File: config.mk
export PLATFORM = sky130hd
export DESIGN_NAME = frame_store_packer
export DESIGN_NICKNAME = d
export VERILOG_FILES = /design/src/rtl/fsp_pkg.sv /design/src/rtl/fsp_cfg_hold.sv /design/src/rtl/fsp_lane_pack.sv /design/src/rtl/fsp_addr_seq.sv /design/src/rtl/frame_store_packer.sv
export SDC_FILE = /design/constraint.sdc
export NUM_CORES = 1
export LEC_CHECK = 0
export ABC_AREA = 1
export BUFFER_PORTS_ARGS = -buffer_cell sky130_fd_sc_hd__buf_2
export CAP_MARGIN = 25
export CORE_MARGIN = 2
export CORE_UTILIZATION = 55
export CTS_BUF_LIST = sky130_fd_sc_hd__clkbuf_4
export DETAILED_ROUTE_END_ITERATION = 10
export GPL_ROUTABILITY_DRIVEN = 0
export PLACE_DENSITY = 0.75
export SKIP_CTS_REPAIR_TIMING = 1
export SLEW_MARGIN = 40
export SYNTH_ARGS = -nofsm -noshare
export SYNTH_HDL_FRONTEND = slang
export SYNTH_SLANG_ARGS = --single-unit
File: constraint.sdc
create_clock -name clk -period 10.5 [get_ports clk]
set_input_delay 0.525 -clock clk [delete_from_list [all_inputs] [get_ports clk]]
set_output_delay 0.525 -clock clk [all_outputs]
set_load 0.01 [all_outputs]
File: src/rtl/fsp_pkg.sv
package fsp_pkg;

   // run phase of the packer
   typedef enum logic {
      PH_IDLE = 1'b0,
      PH_RUN  = 1'b1
   } phase_t;

   // shift that turns a pixel count into a word count
   function automatic int unsigned lane_shift(input int unsigned lanes);
      return $clog2(lanes);
   endfunction

endpackage

File: src/rtl/fsp_cfg_hold.sv
module fsp_cfg_hold #(
   parameter int WIDTH_W  = 12,
   parameter int HEIGHT_W = 12,
   parameter int ADDR_W   = 24,
   parameter int LANE_SH  = 3
) (
   input  logic                clk,
   input  logic                rst_n,
   input  logic                lock,
   input  logic                cfg_we,
   input  logic                cfg_chroma,
   input  logic [WIDTH_W-1:0]  cfg_width,
   input  logic [HEIGHT_W-1:0] cfg_height,
   input  logic [ADDR_W-1:0]   cfg_base,
   output logic [WIDTH_W-1:0]  words_per_line,
   output logic [HEIGHT_W-1:0] rows,
   output logic [ADDR_W-1:0]   base
);

   logic [WIDTH_W-1:0]  wpl_next;
   logic [HEIGHT_W-1:0] rows_next;

   // derived geometry is computed once at load so the start path stays short
   always_comb begin
      wpl_next  = cfg_width >> LANE_SH;
      rows_next = cfg_chroma ? (cfg_height >> 1) : cfg_height;
   end

   always_ff @(posedge clk) begin
      if (!rst_n) begin
         words_per_line <= '0;
         rows           <= '0;
         base           <= '0;
      end else if (cfg_we && !lock) begin
         words_per_line <= wpl_next;
         rows           <= rows_next;
         base           <= cfg_base;
      end
   end

   AST_CFG_LOCKED: assert property (@(posedge clk) disable iff (!rst_n)
      (lock && cfg_we) |=> ($stable(words_per_line) && $stable(rows) && $stable(base)));

endmodule

File: src/rtl/fsp_lane_pack.sv
module fsp_lane_pack #(
   parameter int SAMPLE_W = 8,
   parameter int LANES    = 8
) (
   input  logic                        clk,
   input  logic                        rst_n,
   input  logic                        arm,
   input  logic                        take,
   input  logic [SAMPLE_W-1:0]         sample,
   input  logic                        out_ready,
   output logic                        lane_last,
   output logic                        word_push,
   output logic                        out_valid,
   output logic [SAMPLE_W*LANES-1:0]   out_data
);

   localparam int WORD_W  = SAMPLE_W * LANES;
   localparam int LANE_IW = $clog2(LANES);

   logic [LANE_IW-1:0] lane_q;
   logic [WORD_W-1:0]  word_next;

   assign lane_last = (lane_q == LANE_IW'(LANES - 1));
   assign word_push = take && lane_last;

   always_ff @(posedge clk) begin
      if (!rst_n) begin
         lane_q <= '0;
      end else if (arm) begin
         lane_q <= '0;
      end else if (take) begin
         lane_q <= lane_q + LANE_IW'(1);
      end
   end

   // one holding register per lower lane; the top lane is fed straight through
   for (genvar g = 0; g < LANES - 1; g++) begin : g_lane
      logic [SAMPLE_W-1:0] q;
      always_ff @(posedge clk) begin
         if (!rst_n) begin
            q <= '0;
         end else if (take && lane_q == LANE_IW'(g)) begin
            q <= sample;
         end
      end
      assign word_next[g*SAMPLE_W +: SAMPLE_W] = q;
   end
   assign word_next[(LANES-1)*SAMPLE_W +: SAMPLE_W] = sample;

   always_ff @(posedge clk) begin
      if (!rst_n) begin
         out_valid <= 1'b0;
         out_data  <= '0;
      end else if (word_push) begin
         out_valid <= 1'b1;
         out_data  <= word_next;
      end else if (out_valid && out_ready) begin
         out_valid <= 1'b0;
      end
   end

   AST_NO_OVERWRITE: assert property (@(posedge clk) disable iff (!rst_n)
      word_push |-> (!out_valid || out_ready));

   AST_WORD_HOLD: assert property (@(posedge clk) disable iff (!rst_n)
      (out_valid && !out_ready) |=> (out_valid && $stable(out_data)));

endmodule

File: src/rtl/fsp_addr_seq.sv
module fsp_addr_seq
   import fsp_pkg::*;
#(
   parameter int ADDR_W = 24,
   parameter int WPL_W  = 12,
   parameter int ROWS_W = 12
) (
   input  logic              clk,
   input  logic              rst_n,
   input  logic              start,
   input  logic [WPL_W-1:0]  words_per_line,
   input  logic [ROWS_W-1:0] rows,
   input  logic [ADDR_W-1:0] base,
   input  logic              word_push,
   input  logic              out_fire,
   output logic              arm,
   output logic              busy,
   output logic              done,
   output logic              all_issued,
   output logic [ADDR_W-1:0] out_addr
);

   localparam int CNT_W = WPL_W + ROWS_W;

   phase_t            phase_q;
   logic [CNT_W-1:0]  total_q;
   logic [CNT_W-1:0]  issue_q;
   logic [CNT_W-1:0]  ack_q;
   logic [CNT_W-1:0]  total_next;

   assign total_next = CNT_W'(words_per_line) * CNT_W'(rows);
   assign busy       = (phase_q == PH_RUN);
   assign arm        = start && !busy;
   assign all_issued = (issue_q == total_q);

   always_ff @(posedge clk) begin
      if (!rst_n) begin
         phase_q  <= PH_IDLE;
         done     <= 1'b0;
         total_q  <= '0;
         issue_q  <= '0;
         ack_q    <= '0;
         out_addr <= '0;
      end else if (arm) begin
         total_q <= total_next;
         issue_q <= '0;
         ack_q   <= '0;
         if (total_next == '0) begin
            done <= 1'b1;
         end else begin
            phase_q <= PH_RUN;
            done    <= 1'b0;
         end
      end else if (busy) begin
         if (word_push) begin
            out_addr <= base + ADDR_W'(issue_q);
            issue_q  <= issue_q + CNT_W'(1);
         end
         if (out_fire) begin
            ack_q <= ack_q + CNT_W'(1);
            if (ack_q == total_q - CNT_W'(1)) begin
               phase_q <= PH_IDLE;
               done    <= 1'b1;
            end
         end
      end
   end

   AST_DONE_IDLE: assert property (@(posedge clk) disable iff (!rst_n)
      done |-> !busy);

   AST_ADDR_STEP: assert property (@(posedge clk) disable iff (!rst_n)
      (word_push && issue_q != '0) |=> (out_addr == $past(out_addr) + ADDR_W'(1)));

   AST_ISSUE_BOUND: assert property (@(posedge clk) disable iff (!rst_n)
      busy |-> (issue_q <= total_q && ack_q <= issue_q));

endmodule

File: src/rtl/frame_store_packer.sv
module frame_store_packer
   import fsp_pkg::*;
#(
   parameter int SAMPLE_W = 8,
   parameter int LANES    = 8,
   parameter int WIDTH_W  = 12,
   parameter int HEIGHT_W = 12,
   parameter int ADDR_W   = 24
) (
   input  logic                       clk,
   input  logic                       rst_n,
   input  logic                       cfg_we,
   input  logic                       cfg_chroma,
   input  logic [WIDTH_W-1:0]         cfg_width,
   input  logic [HEIGHT_W-1:0]        cfg_height,
   input  logic [ADDR_W-1:0]          cfg_base,
   input  logic                       start,
   output logic                       busy,
   output logic                       done,
   input  logic                       in_valid,
   output logic                       in_ready,
   input  logic [SAMPLE_W-1:0]        in_sample,
   output logic                       out_valid,
   input  logic                       out_ready,
   output logic [ADDR_W-1:0]          out_addr,
   output logic [SAMPLE_W*LANES-1:0]  out_data
);

   localparam int LANE_SH = lane_shift(LANES);

   // elaboration-time parameter checks
   if (LANES < 2 || (LANES & (LANES - 1)) != 0) begin : g_bad_lanes
      $error("LANES must be a power of two of at least 2");
   end
   if (SAMPLE_W < 1) begin : g_bad_sample
      $error("SAMPLE_W must be positive");
   end
   if (WIDTH_W <= LANE_SH) begin : g_bad_width
      $error("WIDTH_W too small for the lane count");
   end
   if (HEIGHT_W < 1 || ADDR_W < 1) begin : g_bad_geom
      $error("HEIGHT_W and ADDR_W must be positive");
   end

   logic [WIDTH_W-1:0]  words_per_line;
   logic [HEIGHT_W-1:0] rows;
   logic [ADDR_W-1:0]   base;
   logic                arm;
   logic                all_issued;
   logic                lane_last;
   logic                word_push;
   logic                take;
   logic                out_fire;

   assign in_ready = busy && !all_issued && (!lane_last || !out_valid || out_ready);
   assign take     = in_valid && in_ready;
   assign out_fire = out_valid && out_ready;

   fsp_cfg_hold #(
      .WIDTH_W (WIDTH_W),
      .HEIGHT_W(HEIGHT_W),
      .ADDR_W  (ADDR_W),
      .LANE_SH (LANE_SH)
   ) u_cfg (
      .clk           (clk),
      .rst_n         (rst_n),
      .lock          (busy || arm),
      .cfg_we        (cfg_we),
      .cfg_chroma    (cfg_chroma),
      .cfg_width     (cfg_width),
      .cfg_height    (cfg_height),
      .cfg_base      (cfg_base),
      .words_per_line(words_per_line),
      .rows          (rows),
      .base          (base)
   );

   fsp_lane_pack #(
      .SAMPLE_W(SAMPLE_W),
      .LANES   (LANES)
   ) u_pack (
      .clk      (clk),
      .rst_n    (rst_n),
      .arm      (arm),
      .take     (take),
      .sample   (in_sample),
      .out_ready(out_ready),
      .lane_last(lane_last),
      .word_push(word_push),
      .out_valid(out_valid),
      .out_data (out_data)
   );

   fsp_addr_seq #(
      .ADDR_W(ADDR_W),
      .WPL_W (WIDTH_W),
      .ROWS_W(HEIGHT_W)
   ) u_seq (
      .clk           (clk),
      .rst_n         (rst_n),
      .start         (start),
      .words_per_line(words_per_line),
      .rows          (rows),
      .base          (base),
      .word_push     (word_push),
      .out_fire      (out_fire),
      .arm           (arm),
      .busy          (busy),
      .done          (done),
      .all_issued    (all_issued),
      .out_addr      (out_addr)
   );

   AST_IDLE_NO_READY: assert property (@(posedge clk) disable iff (!rst_n)
      !busy |-> !in_ready);

   AST_ADDR_HOLD: assert property (@(posedge clk) disable iff (!rst_n)
      (out_valid && !out_ready) |=> $stable(out_addr));

endmodule

# ---- Word-level counts from Yosys, hierarchy flattened
# Index checks and enable logic that the tools add are counted.
dict set report word_totals {
  ff_bits 267
  latch_bits 0
  ramBits 0
  rom_bits 0
  in_bits 63
  output_inout_bits 92
  word_cells 83
  n_memories 0
}
dict set report classes {
  add_sub_neg 5
  multipliers 1
  div_mod_pow 0
  order_cmp 0
  n_eq_ne 10
  shift 0
  mux 13
  n_bitwise 2
  reduce_logical 33
}
# op n
set ops {}
lappend ops {{$add A24 B1 Y24 const B} 2}
lappend ops {{$eq A24 B24 Y1} 2}
lappend ops {{$add A24 B24 Y24} 1}
lappend ops {{$logic_not A24 Y1} 1}
lappend ops {{$sub A24 B1 Y24 const B} 1}
lappend ops {{$mul A9 B12 Y21} 1}
lappend ops {{$logic_and A1 B1 Y1} 14}
lappend ops {{$eq A3 B3 Y1 const B} 4}
lappend ops {{$mux W1} 12}
lappend ops {{$mux W12} 1}
lappend ops {{$reduce_bool A2 Y1} 4}
lappend ops {{$eq A3 B2 Y1 const B} 2}
lappend ops {{$reduce_and A3 Y1} 2}
lappend ops {{$logic_not A1 Y1} 5}
lappend ops {{$reduce_and A2 Y1} 2}
lappend ops {{$add A3 B1 Y3 const B} 1}
lappend ops {{$eq A3 B1 Y1 const B} 1}
lappend ops {{$logic_not A3 Y1} 1}
lappend ops {{$logic_or A1 B1 Y1} 3}
lappend ops {{$ne A2 B2 Y1 const B} 1}
lappend ops {{$not A1 Y1} 2}
lappend ops {{$reduce_or A2 Y1} 1}

# ---- Logic depth before layout (Yosys ltp)
dict set report logic_depth {
  depth_word 8
  ltp_mapped 27
  mapped_depth_nobuf 26
}

# ---- Hierarchy
# A second synthesis with hierarchy kept.
dict set report hier_totals {
  hier_cells 2761
  area_unflattened_um2 18525.3
}
# mod instances cells_each area_each_um2 seq_area_each_um2
set modules_own_cells {}
lappend modules_own_cells {fsp_addr_seq 1 1824 11959.0 1961.9}
lappend modules_own_cells {fsp_lane_pack 1 654 4660.7 2482.4}
lappend modules_own_cells {fsp_cfg_hold 1 272 1855.5 900.9}
lappend modules_own_cells {frame_store_packer 1 11 50.0 0.0}

# ---- Worst setup path before layout
# Ideal clock, no wire load.
dict set report synth_timing {
  path_kind {register to register}
  from {register u_cfg.words_per_line[8]}
  to {register u_seq.phase_q, in the netlist u_seq.busy}
  setup_ns 0.117
  arrival_ns 4.219
  required_ns 10.383
  slack_ns 6.165
  path_stages_with_launch 23
  path_buffers 1
  period_less_slack_ns 4.335
  cell_sequence {dfxtp_1 > clkbuf_1 > nand2_1 > fa_1 > fa_1 > inv_1 > fa_1 > inv_1 > fa_1 > inv_1 > ha_1 > nand2_1 > nand2_1 > a21oi_1 > nand2_1 > nand3_1 > nand2_1 > nand2_1 > nand2_1 > nor2_1 > nand2_1 > nor3_1 > nor2_1}
}
dict set report synth_via {
  elab_chain_len 3
}
# element line
set synth_lines {}
lappend synth_lines {{start, declared} fsp_cfg_hold.sv:15} ;# output logic [WIDTH_W-1:0] words_per_line,
lappend synth_lines {{start signal, assigned} fsp_cfg_hold.sv:35} ;# words_per_line <= wpl_next;
lappend synth_lines {{$mul A9 B12 Y21} fsp_addr_seq.sv:31} ;# assign total_next = CNT_W'(words_per_line) * CNT_W'(rows);
lappend synth_lines {{$logic_not A24 Y1} fsp_addr_seq.sv:48} ;# if (total_next == '0) begin
lappend synth_lines {{$ne A2 B2 Y1 (no line)} --}
lappend synth_lines {{end signal, assigned} fsp_addr_seq.sv:38} ;# phase_q <= PH_IDLE;
lappend synth_lines {{end signal, assigned} fsp_addr_seq.sv:51} ;# phase_q <= PH_RUN;
lappend synth_lines {{end signal, assigned} fsp_addr_seq.sv:62} ;# phase_q <= PH_IDLE;
lappend synth_lines {{end, declared} fsp_addr_seq.sv:25} ;# phase_t phase_q;
# No other way between the ends.
# A chain may end at the register's enable or synchronous reset.

# ---- Worst setup path in the final report
dict set report layout_timing {
  from {register u_cfg.words_per_line[4]}
  to {register u_seq.phase_q, in the netlist u_seq.busy}
}
# The elaborated chain is that of the path after synthesis.

==> metrics <==
area occupied by multi-input gates 9460 um2; Routed WL per cell ~15 um; Net Switching 0.652 mW; Critical R2R Launch u_cfg.words_per_line[4]; worst slew pin tran around 820 ps; routed wl met3 ~2800 um; period utilization slightly below 50%; status completed; Final min period around 5100 ps; # IOs ~160; share of the synthesized area in the top cell type 32.5%; EDFF count, synth 0; clock buffer depth 3; warnings from Yosys 0; Synth Net Count approximately 2.5k; Root Buffer clkbuf_4; count leader, synth nand2_1; worst slack, placed 5440 ps; RR Endpoint u_seq.busy; asr flop ratio synth 0%; Mean Syn Cell Area 7.01 um2; CTS H-tree depth 3; max-cap violation count 0; cts bufs inserted a little under 70; Die Span Y 176 um; Worst Setup End Kind flop; share of layout cells above drive strength 1 11.7%; Min-Delay Endpoint u_cfg.base[0]; Tot GR Track Use 27.0%; initial antenna violation count 1; first-pass GRT wire length 69600 um; drt initial violations roughly 1.1k; # DRC 0; routed wl met2 approximately 20000 um; P per Cell Area around 120 nW/um2; CTS tree done; hpwl dp roughly 30000 um; gr ovfl total 0; switching share of power between 20 and 30%; Primary FF master, synth dfxtp_1; Reg power frac a little under half; internal power about 1.6 mW; Fin. Hold Viols 0; Max-slew headroom a little under half; Worst Reg2Reg Path Length in Cells 21; die width roughly 180 um; Core Box Area just under 30000 um2; Final WS setup around 5400 ps; Worst R2R Setup Slack about 5400 ps; synth top area cells dfxtp_1, nand2_1, fa_1; post-synth cell types 44; Via Count about 15k; largest net degree at the start of global routing between 100 and 150; fmax slightly below 200 MHz; Vias per Instance 5.36; # setup viols final 0; Starting Density a little under three fifths; uppermost layer routed met4; clock-pin slew on the worst setup and hold paths around 70 ps; WS Path Type reg -> reg; Max VDD drop 0.0951 mV; Max FO, Critical Path 13; Cells after Synth between 2k and 2.5k; worst hold start cfg_base[0]; DIE AREA 31000 um2; clk_skew between 60 and 70 ps; setup TNS 0 ps; Post-synth top cells nand2_1, inv_1, nor2_1, dfxtp_1, a21oi_1; Area growth syn-to-layout 10.7%; # rows 62; clock power share roughly two fifths; Leak ~9 nW; crit start category flop; FILL cells ~2.7k; FF/Latch Area roughly 5300 um2; flops & latches, synth around 260; Slew Limit Fails 0; vias in the first global route 14.8k; WL final 41900 um; RSZ-0062 raised after global routing false; WHS Path Cells 3; clock latency at the later pin of the worst-skew pair between 600 and 700 ps; register area share after synthesis between 30 and 40%; Routed Antenna Nets 0; number of I/O port buffers between 150 and 200; CP required roughly 11000 ps; HP Class in -> reg; DRT met1 WL 18100 um; Synth Cell Area approximately 16000 um2; combinational power share a little over an eighth; DR pass1 iterations 5; Critical Path AT roughly 5600 ps; CTS Sinks 264; Final #Nets between 2k and 3k; area leader, netlist dfxtp_1
layout by cell type (no fill, tap or decap), types with 12 or more instances in the layout:
cell	n
o21ai_0	127
buf_2	151
a31oi_1	12
fa_1	72
inv_1	283
nand4_1	22
nand3_1	108
ha_1	73
dfxtp_1	264
clkbuf_4	95
nor3_1	29
nor2_1	273
xor2_1	51
a21oi_1	192
xnor2_1	41
nand2_1	610
state kept, by name, indices dropped and copies added, names as in the netlist:
name,cells
u_pack.out_data,64
u_pack.g_lane.q,56
u_cfg.base,24
u_seq.ack_q,24
u_seq.issue_q,24
u_seq.out_addr,24
u_seq.total_q,21
u_cfg.rows,12
u_cfg.words_per_line,9
u_pack.lane_q,3
u_pack.out_valid,1
u_seq.busy,1
u_seq.done,1
metrics by stage:
step / power [mW] / hold WS [ps] / std cells / instance area, um2 / utilization (%)
after floorplan: 1.29 / 437 / 2322 / 16300 / -
after global placement: 1.36 / 446 / 2765 / 17100 / 59.1
after global routing: 2.36 / 107 / 2879 / 18000 / 62.2
after detailed placement: 1.37 / 448 / 2765 / 17100 / 59.2
after CTS: 2.26 / 80.7 / 2876 / 18000 / 62.1
final: 2.25 / 109 / 2879 / 18000 / 62.2
power by group through the flow:
stage / logic (mW) / clock network (mW) / registers, mW
2_1_floorplan: 0.234 / 0 / 1.06
3_3_place_gp: 0.285 / 0 / 1.08
3_5_place_dp: 0.293 / 0 / 1.08
4_1_cts: 0.295 / 0.911 / 1.06
5_1_grt: 0.338 / 0.962 / 1.06
6_report: 0.296 / 0.890 / 1.06
worst max path at each step:
stage / startpoint / to / slack (ps) / cells past startpoint
after floorplan: u_cfg.words_per_line[8] / u_seq.busy / 6160 / 22
after global placement: u_cfg.words_per_line[5] / u_seq.busy / 5500 / 19
after detailed placement: u_cfg.words_per_line[4] / u_seq.busy / 5440 / 21
after CTS: u_cfg.words_per_line[4] / u_seq.busy / 5450 / 21
after global routing: u_cfg.words_per_line[7] / u_seq.busy / 5130 / 21
final: u_cfg.words_per_line[4] / u_seq.busy / 5400 / 21
cell families after synthesis:
kind of cell    Yosys count  synth area share [%]
simple gates           1077                  27.2
xor+xnor                 92                  4.95
compound gates          356                  11.4
buf+inv                 388                  9.48
flops                   264                  32.5
fa+ha+maj               145                  14.5
area by class of cell:
class / count / area share [%]
Antenna cell: 2 / 0.0278
Clock buffer: 95 / 3.96
Clock inverter: 16 / 0.792
Inverter: 290 / 6.07
Multi-Input combinational cell: 1670 / 52.5
Sequential cell: 264 / 29.3
Tap cell: 384 / 2.67
Timing Repair Buffer: 158 / 4.63
worst max-delay path, stage by stage, from the launching register on:
cell	delay [ps]
dfxtp_1	720
nand2_1	110
inv_1	90
fa_1	460
fa_1	500
fa_1	560
inv_1	60
fa_1	530
inv_1	40
ha_1	340
a21oi_1	190
inv_1	60
a21oi_1	160
nand2_1	130
nand2_1	100
nand2_1	50
nand2_1	50
nand2_1	60
nor2_1	80
nand3_1	110
nor3_1	440
nor2_1	100
routing by layer:
metal / global-route usage (%) / up-vias
met3: 3.90 / 74
met4: 8.47 / 0
met1: 35.3 / 7180
li1: - / 7628
met5: 0 / -
met2: 46.3 / 542
Note: power is estimated with default switching activity, not from simulation.
